**src/rtl/flash_core_pkg.sv**
```systemverilog
// Shared opcodes and cycle kinds for the flash command core.
// Assumes the front end supplies the first frame byte unmodified.
package flash_core_pkg;
    localparam logic [7:0] OP_WEN   = 8'h06;
    localparam logic [7:0] OP_WDIS  = 8'h04;
    localparam logic [7:0] OP_WSTAT = 8'h01;
    localparam logic [7:0] OP_PGM   = 8'h02;
    localparam logic [7:0] OP_SER   = 8'hD8;
    localparam logic [7:0] OP_BER   = 8'hC7;

    typedef enum logic [2:0] {
        CYC_NONE = 3'd0,
        CYC_WSR  = 3'd1,
        CYC_PGM  = 3'd2,
        CYC_SER  = 3'd3,
        CYC_BER  = 3'd4
    } cyc_kind_e;
endpackage

```
**src/rtl/fcc_decode.sv**
```systemverilog
// Command gate: turns a frame end into latch set/clear or a cycle start.
// Assumes frame_end is a single-cycle pulse; purely combinational.
module fcc_decode
    import flash_core_pkg::*;
#(
    parameter int FBW = 12
) (
    input  logic           frame_end,
    input  logic [7:0]     opcode,
    input  logic [FBW-1:0] frame_bits,
    input  logic           busy,
    input  logic           wel,
    input  logic           lock,
    input  logic           wp_n,
    output logic           wel_set,
    output logic           wel_clr,
    output cyc_kind_e      start
);
    localparam logic [FBW-1:0] LEN_1B = FBW'(8);
    localparam logic [FBW-1:0] LEN_2B = FBW'(16);
    localparam logic [FBW-1:0] LEN_4B = FBW'(32);
    localparam logic [FBW-1:0] LEN_5B = FBW'(40);

    logic aligned;
    logic armed;

    // Frame must close on a byte boundary to be eligible for write-type work.
    assign aligned = (frame_bits[2:0] == 3'b000);
    assign armed   = frame_end && !busy;

    // Decode the opcode against length, latch and lock rules.
    always_comb begin
        wel_set = 1'b0;
        wel_clr = 1'b0;
        start   = CYC_NONE;
        if (armed) begin
            case (opcode)
                OP_WEN:   if (frame_bits == LEN_1B) wel_set = 1'b1;
                OP_WDIS:  if (frame_bits == LEN_1B) wel_clr = 1'b1;
                OP_WSTAT: if (wel && aligned && frame_bits >= LEN_2B && !(lock && !wp_n))
                              start = CYC_WSR;
                OP_PGM:   if (wel && aligned && frame_bits >= LEN_5B) start = CYC_PGM;
                OP_SER:   if (wel && frame_bits == LEN_4B) start = CYC_SER;
                OP_BER:   if (wel && frame_bits == LEN_1B) start = CYC_BER;
                default:  ;
            endcase
        end
    end
endmodule

```
**src/rtl/fcc_busy_timer.sv**
```systemverilog
// Busy timer: loads the duration of the started cycle kind and counts down.
// Assumes no start arrives while busy (gated by the decoder); durations >= 1.
module fcc_busy_timer
    import flash_core_pkg::*;
#(
    parameter int DUR_WSR = 20,
    parameter int DUR_PGM = 40,
    parameter int DUR_SER = 100,
    parameter int DUR_BER = 300
) (
    input  logic      clk,
    input  logic      rst_n,
    input  cyc_kind_e start,
    output logic      busy,
    output logic      done
);
    localparam int MAX_A = (DUR_WSR > DUR_PGM) ? DUR_WSR : DUR_PGM;
    localparam int MAX_B = (DUR_SER > DUR_BER) ? DUR_SER : DUR_BER;
    localparam int MAX_D = (MAX_A > MAX_B) ? MAX_A : MAX_B;
    localparam int CW    = $clog2(MAX_D + 1);

    logic [CW-1:0] cnt;
    logic [CW-1:0] load_val;

    // Select the countdown length for the cycle kind being started.
    always_comb begin
        case (start)
            CYC_WSR: load_val = CW'(DUR_WSR);
            CYC_PGM: load_val = CW'(DUR_PGM);
            CYC_SER: load_val = CW'(DUR_SER);
            CYC_BER: load_val = CW'(DUR_BER);
            default: load_val = '0;
        endcase
    end

    // Count remaining busy cycles.
    always_ff @(posedge clk) begin
        if (!rst_n)                cnt <= '0;
        else if (start != CYC_NONE) cnt <= load_val;
        else if (cnt != '0)        cnt <= cnt - 1'b1;
    end

    assign busy = (cnt != '0);
    assign done = (cnt == CW'(1));
endmodule

```
**src/rtl/fcc_status.sv**
```systemverilog
// Status holder: write-enable latch, protect level and lock bit.
// Assumes set/clear/load requests are mutually exclusive with done.
module fcc_status (
    input  logic       clk,
    input  logic       rst_n,
    input  logic       wel_set,
    input  logic       wel_clr,
    input  logic       wsr_load,
    input  logic [7:0] wdata,
    input  logic       done,
    output logic       wel,
    output logic       lock,
    output logic [2:0] prot
);
    logic unused_wbits;
    assign unused_wbits = ^{wdata[6:5], wdata[1:0]};

    // Write-enable latch: completion clears, commands set or clear.
    always_ff @(posedge clk) begin
        if (!rst_n)       wel <= 1'b0;
        else if (done)    wel <= 1'b0;
        else if (wel_set) wel <= 1'b1;
        else if (wel_clr) wel <= 1'b0;
    end

    // Protect level and lock bit load from an accepted status write.
    always_ff @(posedge clk) begin
        if (!rst_n) begin
            lock <= 1'b0;
            prot <= 3'b000;
        end else if (wsr_load) begin
            lock <= wdata[7];
            prot <= wdata[4:2];
        end
    end
endmodule

```
**src/rtl/flash_cmd_core.sv**
```systemverilog
// Top of the flash command core: gates write-type frames, keeps the status
// byte, runs the busy timer and strobes the array controller.
// Assumes frame fields are valid in the cycle frame_end_i is high.
module flash_cmd_core
    import flash_core_pkg::*;
#(
    parameter int FBW     = 12,
    parameter int DUR_WSR = 20,
    parameter int DUR_PGM = 40,
    parameter int DUR_SER = 100,
    parameter int DUR_BER = 300
) (
    input  logic           clk,
    input  logic           rst_n,
    input  logic           frame_end_i,
    input  logic [7:0]     opcode_i,
    input  logic [FBW-1:0] frame_bits_i,
    input  logic [7:0]     wdata_i,
    input  logic           wp_n_i,
    output logic [7:0]     status_o,
    output logic           prog_go_o,
    output logic           sect_erase_go_o,
    output logic           bulk_erase_go_o
);
    localparam int N_GO = 3;

    logic      busy, done, wel, lock, wel_set, wel_clr;
    logic [2:0] prot;
    cyc_kind_e start;
    logic [N_GO-1:0] go_q;

    fcc_decode #(.FBW(FBW)) u_decode (
        .frame_end (frame_end_i),
        .opcode    (opcode_i),
        .frame_bits(frame_bits_i),
        .busy      (busy),
        .wel       (wel),
        .lock      (lock),
        .wp_n      (wp_n_i),
        .wel_set   (wel_set),
        .wel_clr   (wel_clr),
        .start     (start)
    );

    fcc_busy_timer #(
        .DUR_WSR(DUR_WSR), .DUR_PGM(DUR_PGM),
        .DUR_SER(DUR_SER), .DUR_BER(DUR_BER)
    ) u_timer (
        .clk  (clk),
        .rst_n(rst_n),
        .start(start),
        .busy (busy),
        .done (done)
    );

    fcc_status u_status (
        .clk     (clk),
        .rst_n   (rst_n),
        .wel_set (wel_set),
        .wel_clr (wel_clr),
        .wsr_load(start == CYC_WSR),
        .wdata   (wdata_i),
        .done    (done),
        .wel     (wel),
        .lock    (lock),
        .prot    (prot)
    );

    // One registered request strobe per array cycle kind.
    for (genvar g = 0; g < N_GO; g++) begin : g_go
        localparam cyc_kind_e KIND = cyc_kind_e'(g + 2);
        always_ff @(posedge clk) begin
            if (!rst_n) go_q[g] <= 1'b0;
            else        go_q[g] <= (start == KIND);
        end
    end

    assign prog_go_o       = go_q[0];
    assign sect_erase_go_o = go_q[1];
    assign bulk_erase_go_o = go_q[2];
    assign status_o        = {lock, 2'b00, prot, wel, busy};
endmodule

```
**config.mk**
```make
export PLATFORM = sky130hd
export DESIGN_NAME = flash_cmd_core
export DESIGN_NICKNAME = d
export VERILOG_FILES = /design/src/rtl/flash_core_pkg.sv /design/src/rtl/fcc_decode.sv /design/src/rtl/fcc_busy_timer.sv /design/src/rtl/fcc_status.sv /design/src/rtl/flash_cmd_core.sv
export SDC_FILE = /design/constraint.sdc
export NUM_CORES = 1
export LEC_CHECK = 0
export BUFFER_PORTS_ARGS = -buffer_cell sky130_fd_sc_hd__buf_4
export CAP_MARGIN = 20
export CORE_MARGIN = 2
export CORE_UTILIZATION = 47
export CTS_CLUSTER_DIAMETER = 100
export DETAILED_ROUTE_END_ITERATION = 10
export PLACE_DENSITY = 0.85
export SLEW_MARGIN = 10
export SYNTH_ARGS = -nofsm -noshare
export SYNTH_HDL_FRONTEND = slang
export SYNTH_SLANG_ARGS = --single-unit
```
**constraint.sdc**
```tcl
create_clock -name clk -period 2.45 [get_ports clk]
set_input_delay 0.49 -clock clk [delete_from_list [all_inputs] [get_ports clk]]
set_output_delay 0.49 -clock clk [all_outputs]
set_load 0.01 [all_outputs]
```
---- Word-level counts from Yosys, hierarchy flattened ----
Cells that the tools add are included.
word-level totals
  logic and storage cells ................. 57
  flip-flop bits (word level) ............. 17
  output and inout bits ................... 11
  input port bits ......................... 32
operators by class
  order comparisons ....................... 2
  $add $sub $neg .......................... 1
  bitwise logic cells ..................... 1
  muxes and demuxes ....................... 16
  eq/ne operators ......................... 13
  reductions and logical operators ........ 17
operators with widths
  operator                                               number
  case mux 9 bit (4 select lines)                        1
  two-way mux 9 bit                                      2
  == test 8 x 3 -> 1 bit (second input constant)         2
  == test 8 bit (second input constant)                  2
  == test 12 x 4 -> 1 bit (second input constant)        1
  == test 12 x 6 -> 1 bit (second input constant)        1
  >= comparator 12 x 5 -> 1 bit (second input constant)  1
  >= comparator 12 x 6 -> 1 bit (second input constant)  1
  case mux 3 bit (4 select lines)                        1
  == test 9 x 1 -> 1 bit (second input constant)         1
  nonzero test 9 bit                                     1
  subtractor 9 x 1 -> 9 bit (second input constant)      1
  == test 8 x 1 -> 1 bit (second input constant)         1
  == test 8 x 2 -> 1 bit (second input constant)         1
  logical AND 1 bit                                      8
  two-way mux 1 bit                                      8
  == test 3 x 2 -> 1 bit (second input constant)         2
  two-way mux 3 bit                                      2
  two-way mux 2 bit                                      2
  nonzero test 2 bit                                     2
  == test 3 x 1 -> 1 bit (second input constant)         1
  == test 3 bit (second input constant)                  1
  logical NOT 1 bit                                      3
  logical NOT 3 bit                                      1
  other kinds (3)                                        3

---- Depth between registers and ports, before layout ----
  depth after elaboration ................. 10
  depth in mapped cells ................... 8
  mapped depth without buffers ............ 8

---- By module ----
From an unflattened synthesis, not the netlist that was laid out.
second synthesis, totals
  cells, all modules ...................... 132
  area, all modules ....................... 1108.6 µm²
by module, submodules not included
  module          times used  cells each  area each (µm²)
  fcc_busy_timer  1           69          538.0
  fcc_decode      1           33          229.0
  fcc_status      1           17          196.4
  flash_cmd_core  1           13          145.1

---- Least setup slack after synthesis ----
No wires, ideal clock.
  path type ............................... reg-to-output
  start point ............................. register u_timer.cnt[0]
  end point ............................... output port status_o[0]
  data arrival time ....................... 1.561 ns
  cell stages (with the launch flop) ...... 7
  data required time ...................... 1.960 ns
  slack ................................... 0.399 ns
  path through ............................ dfxtp_1 -> inv_1 -> ha_1 -> or3b_1 -> nor3_4 -> inv_1 -> buf_4
on the way
  word-level cells in the longest chain between the ends .. 1
RTL lines
  item                      RTL line              text
  start: declaration        fcc_busy_timer.sv:22  logic [CW-1:0] cnt;
  start signal: assignment  fcc_busy_timer.sv:39  else if (start != CYC_NONE) cnt <= load_val;
  start signal: assignment  fcc_busy_timer.sv:40  else if (cnt != '0) cnt <= cnt - 1'b1;
  nonzero test 9 bit        fcc_busy_timer.sv:43  assign busy = (cnt != '0);
  end: declaration          flash_cmd_core.sv:20  output logic [7:0] status_o,
Every way passes these cells.

---- Worst setup path in the final report ----
Same ends and word-level chain as after synthesis.

==> run summary <==
## Outcome
* **result of the run** completed

## Finish
* **Finished Layout Cells** 190
* **Layout Nets** 197
* **final cell utilization of the core** 63.0%
* **area of the multi-input gates** 686 sq um
* **area occupied by registers** 340 sq um
* **total non-filler cell area in the finished layout** 1380 sq um
* **share of final-layout standard cells stronger than drive strength 1** 31.5%
* **Layout area overhead** 27.5%
* **count of filler cells inserted in the layout** 182
* **Ant. Diodes** 0

## Hold path
* **Worst Hold Class** in -> reg
* **Hold Crit Depth** 3
* **Worst Min Path Start** wdata_i[2]
* **WHS Endpoint** u_status.prot[0]

## Place
* **dpl cells** 185
* **RePlAce Congestion** 0.806
* **input/output buffers** 36
* **worst slack after detailed placement** 0.176 ns
* **detailed placement HPWL** 1930 um
* **DP Area** 1350 sq um

## Detailed routing
* **DR WL/cell** 12.4 um
* **detailed-route via count** 1,040
* **Vias/cell** 5.47
* **number of iterations in the first detailed-routing pass** 4
* **drt drc** 0
* **wire length reported by the detailed router** 2350 um
* **remaining number of nets flagged by the antenna check after routing** 0
* **initial DRC count** 25

## Yosys
* **most numerous cell in the Yosys netlist** dfxtp_1
* **synthesized area per cell** 8.53 sq um
* **top cell types by occurrence after synthesis** dfxtp_1, nand2_1, nor2_1
* **Synth Register Bits** 17
* **biggest area consumer among synthesized cells** dfxtp_1
* **asr flop ratio synth** 0%
* **cell area after synthesis** 1080 sq um
* **count of cell types in the netlist** 47
* **Syn Inst Count** 127
* **flip-flop cell with the highest count after synthesis** dfxtp_1
* **leading cell types by total area after synthesis** dfxtp_1, mux2i_1, nand2_1, buf_4, nor2_1
* **count of flip-flops with a built-in enable after synthesis** 0
* **number of warnings issued by yosys** 0
* **area share of the largest cell type after synthesis** 31.4%
* **sequential cell area fraction in the yosys report** 31.4%

## Die
* **initial standard-cell utilization of the core** 49.5%
* **core area** 2190 sq um
* **num rows** 17
* **horizontal extent of the die** 52.0 um
* **total die area** 2710 sq um
* **die height** 52.0 um
* **I/O pin count** 43

## Clocking
* **CTS clock-pin slew for the worst setup and hold paths** 0.10 ns
* **Max clock buf depth** 2
* **number of sinks driven by the clock tree** 17
* **htree depth** 1
* **clock latency reported for the late side of the worst-skew pair** 0.30 ns
* **clock tree root buffer cell** clkbuf_4
* **clock buffer count from CTS** 3
* **CTS tree** yes
* **post-cts hold buffer count** 0

## GRT
* **total global-route track usage** 19.5%
* **maximum number of pins on one net before global-route repair** 15
* **first-pass GRT wire length** 3970 um
* **antenna violations before repair** 0
* **total congestion overflow** 0
* **via count of the first global-routing pass** 965

## Worst setup path
* **Critical Path RT** 1.96 ns
* **Crit Reg-Reg Startpoint** u_timer.cnt[0]
* **endpoint class of the critical path** output port
* **start-to-end type of the worst setup path** reg -> out
* **depth of the worst register-to-register path** 9
* **slack of the worst reg-to-reg path** 0.33 ns
* **worst-path maximum fanout** 4
* **critical path launch point type** flop
* **worst r2r dst** u_status.wel
* **arrival time at the worst endpoint** 1.80 ns

## STA
* **count of endpoints failing setup in the final report** 0
* **final-report hold violation count** 0
* **number of max-slew violations in the final report** 0
* **final period utilization** 93.5%
* **clock skew** 0.0109 ns
* **Total Neg Setup Slack** 0 ns
* **unrepaired setup endpoints after global routing** false
* **max frequency** 436 MHz
* **minimum clock period** 2.29 ns
* **setup ws final** 0.158 ns

## Power and ir drop
* **Leakage** 0.586 nW
* **largest voltage drop on the vdd net** 0.000737 V
* **power per cell area** 831 nW/um^2

## Run
* **max cap viols** 0

how the worst max path moves through the flow:
| stage | startpoint | endpoint | slack (ns) | cells past startpoint |
|---|---|---|---|---|
| finish | u_timer.cnt[0] | status_o[0] | 0.16 | 6 |
| global route | u_timer.cnt[0] | status_o[0] | 0.05 | 6 |
| CTS | u_timer.cnt[0] | status_o[0] | 0.15 | 6 |
| detailed placement | frame_bits_i[11] | u_timer.cnt[5] | 0.18 | 7 |
| global placement | frame_bits_i[11] | u_timer.cnt[5] | 0.19 | 7 |
| floorplan | u_timer.cnt[0] | status_o[0] | 0.40 | 6 |
where the power goes:
part	internal [W]	leakage [nW]	switching [W]
Combinational	0.000301	0.430	0.000301
Sequential	0.000337	0.139	0.0000598
Clock	0.0000609	0.0177	0.0000881
Total	0.000699	0.586	0.000449
final cells by class:
class,instances,share of cell area [%]
flip-flops and latches,17,24.6
clock buffers,3,1.63
well taps,28,2.54
multi-input cells,100,49.6
clock inverters,1,0.362
repair buffers,37,20.1
inverters,4,1.09
state kept, by name, summed over array words and instances, names as in the netlist:
signal           flops
u_status.lock        1
u_timer.cnt          9
u_status.wel         1
prog_go_o            1
u_status.prot        3
bulk_erase_go_o      1
sect_erase_go_o      1
per-layer routing:
layer  wire length, um  up-vias  global-route usage (%)
met2              1150       32                    31.6
met4                55        0                    7.02
li1                  -      526                       -
met5                 0        -                       0
met3               132        7                    5.75
met1              1010      475                    24.2
cells in the final DEF (no fill, tap or decap), types with 3 or more instances in the layout:
master and n:
inv_1 4, nor2_1 10, o21a_1 3, buf_4 37, nor3_1 5, a21oi_1 4
and2_1 3, o21ai_0 3, mux2i_1 6, dfxtp_1 17, nand2_1 14, xnor2_1 4
clkbuf_4 3, nor4_1 4, nor2b_1 4, nand3b_1 3
logic make-up (layout without fill, tap and decap cells):
logic type	Yosys count	in the layout	share of synthesized area (%)
multiplexers	6	6	5.54
AO/OA/AOI/OAI	22	22	14.3
adder cells (fa/ha/maj)	2	2	2.31
XOR/XNOR	5	5	4.04
other	1	2	0.346
AND/OR/NAND/NOR	63	63	36.4
flip-flops	17	17	31.4
buffers and inverters	11	45	5.66
critical path: stages, from the launching register on:
cell,delay [ns]
dfxtp_1,0.34
inv_1,0.09
ha_1,0.19
or3b_1,0.46
nor3_4,0.16
inv_1,0.11
buf_4,0.16
through the flow:
stage	power (W)	hold slack [ns]
after global placement	0.000955	0.500
final	0.00115	0.440
after detailed placement	0.000979	0.512
after floorplan	0.000856	0.483
after CTS	0.00115	0.446
after global routing	0.00125	0.455
timing repair:
item,4_1_cts,5_1_grt
hold endpoints to repair,0,0
endpoints found under the setup margin,1,0
resized for setup,0,0
buffers inserted,1,0
(Power assumes the default switching activity.)
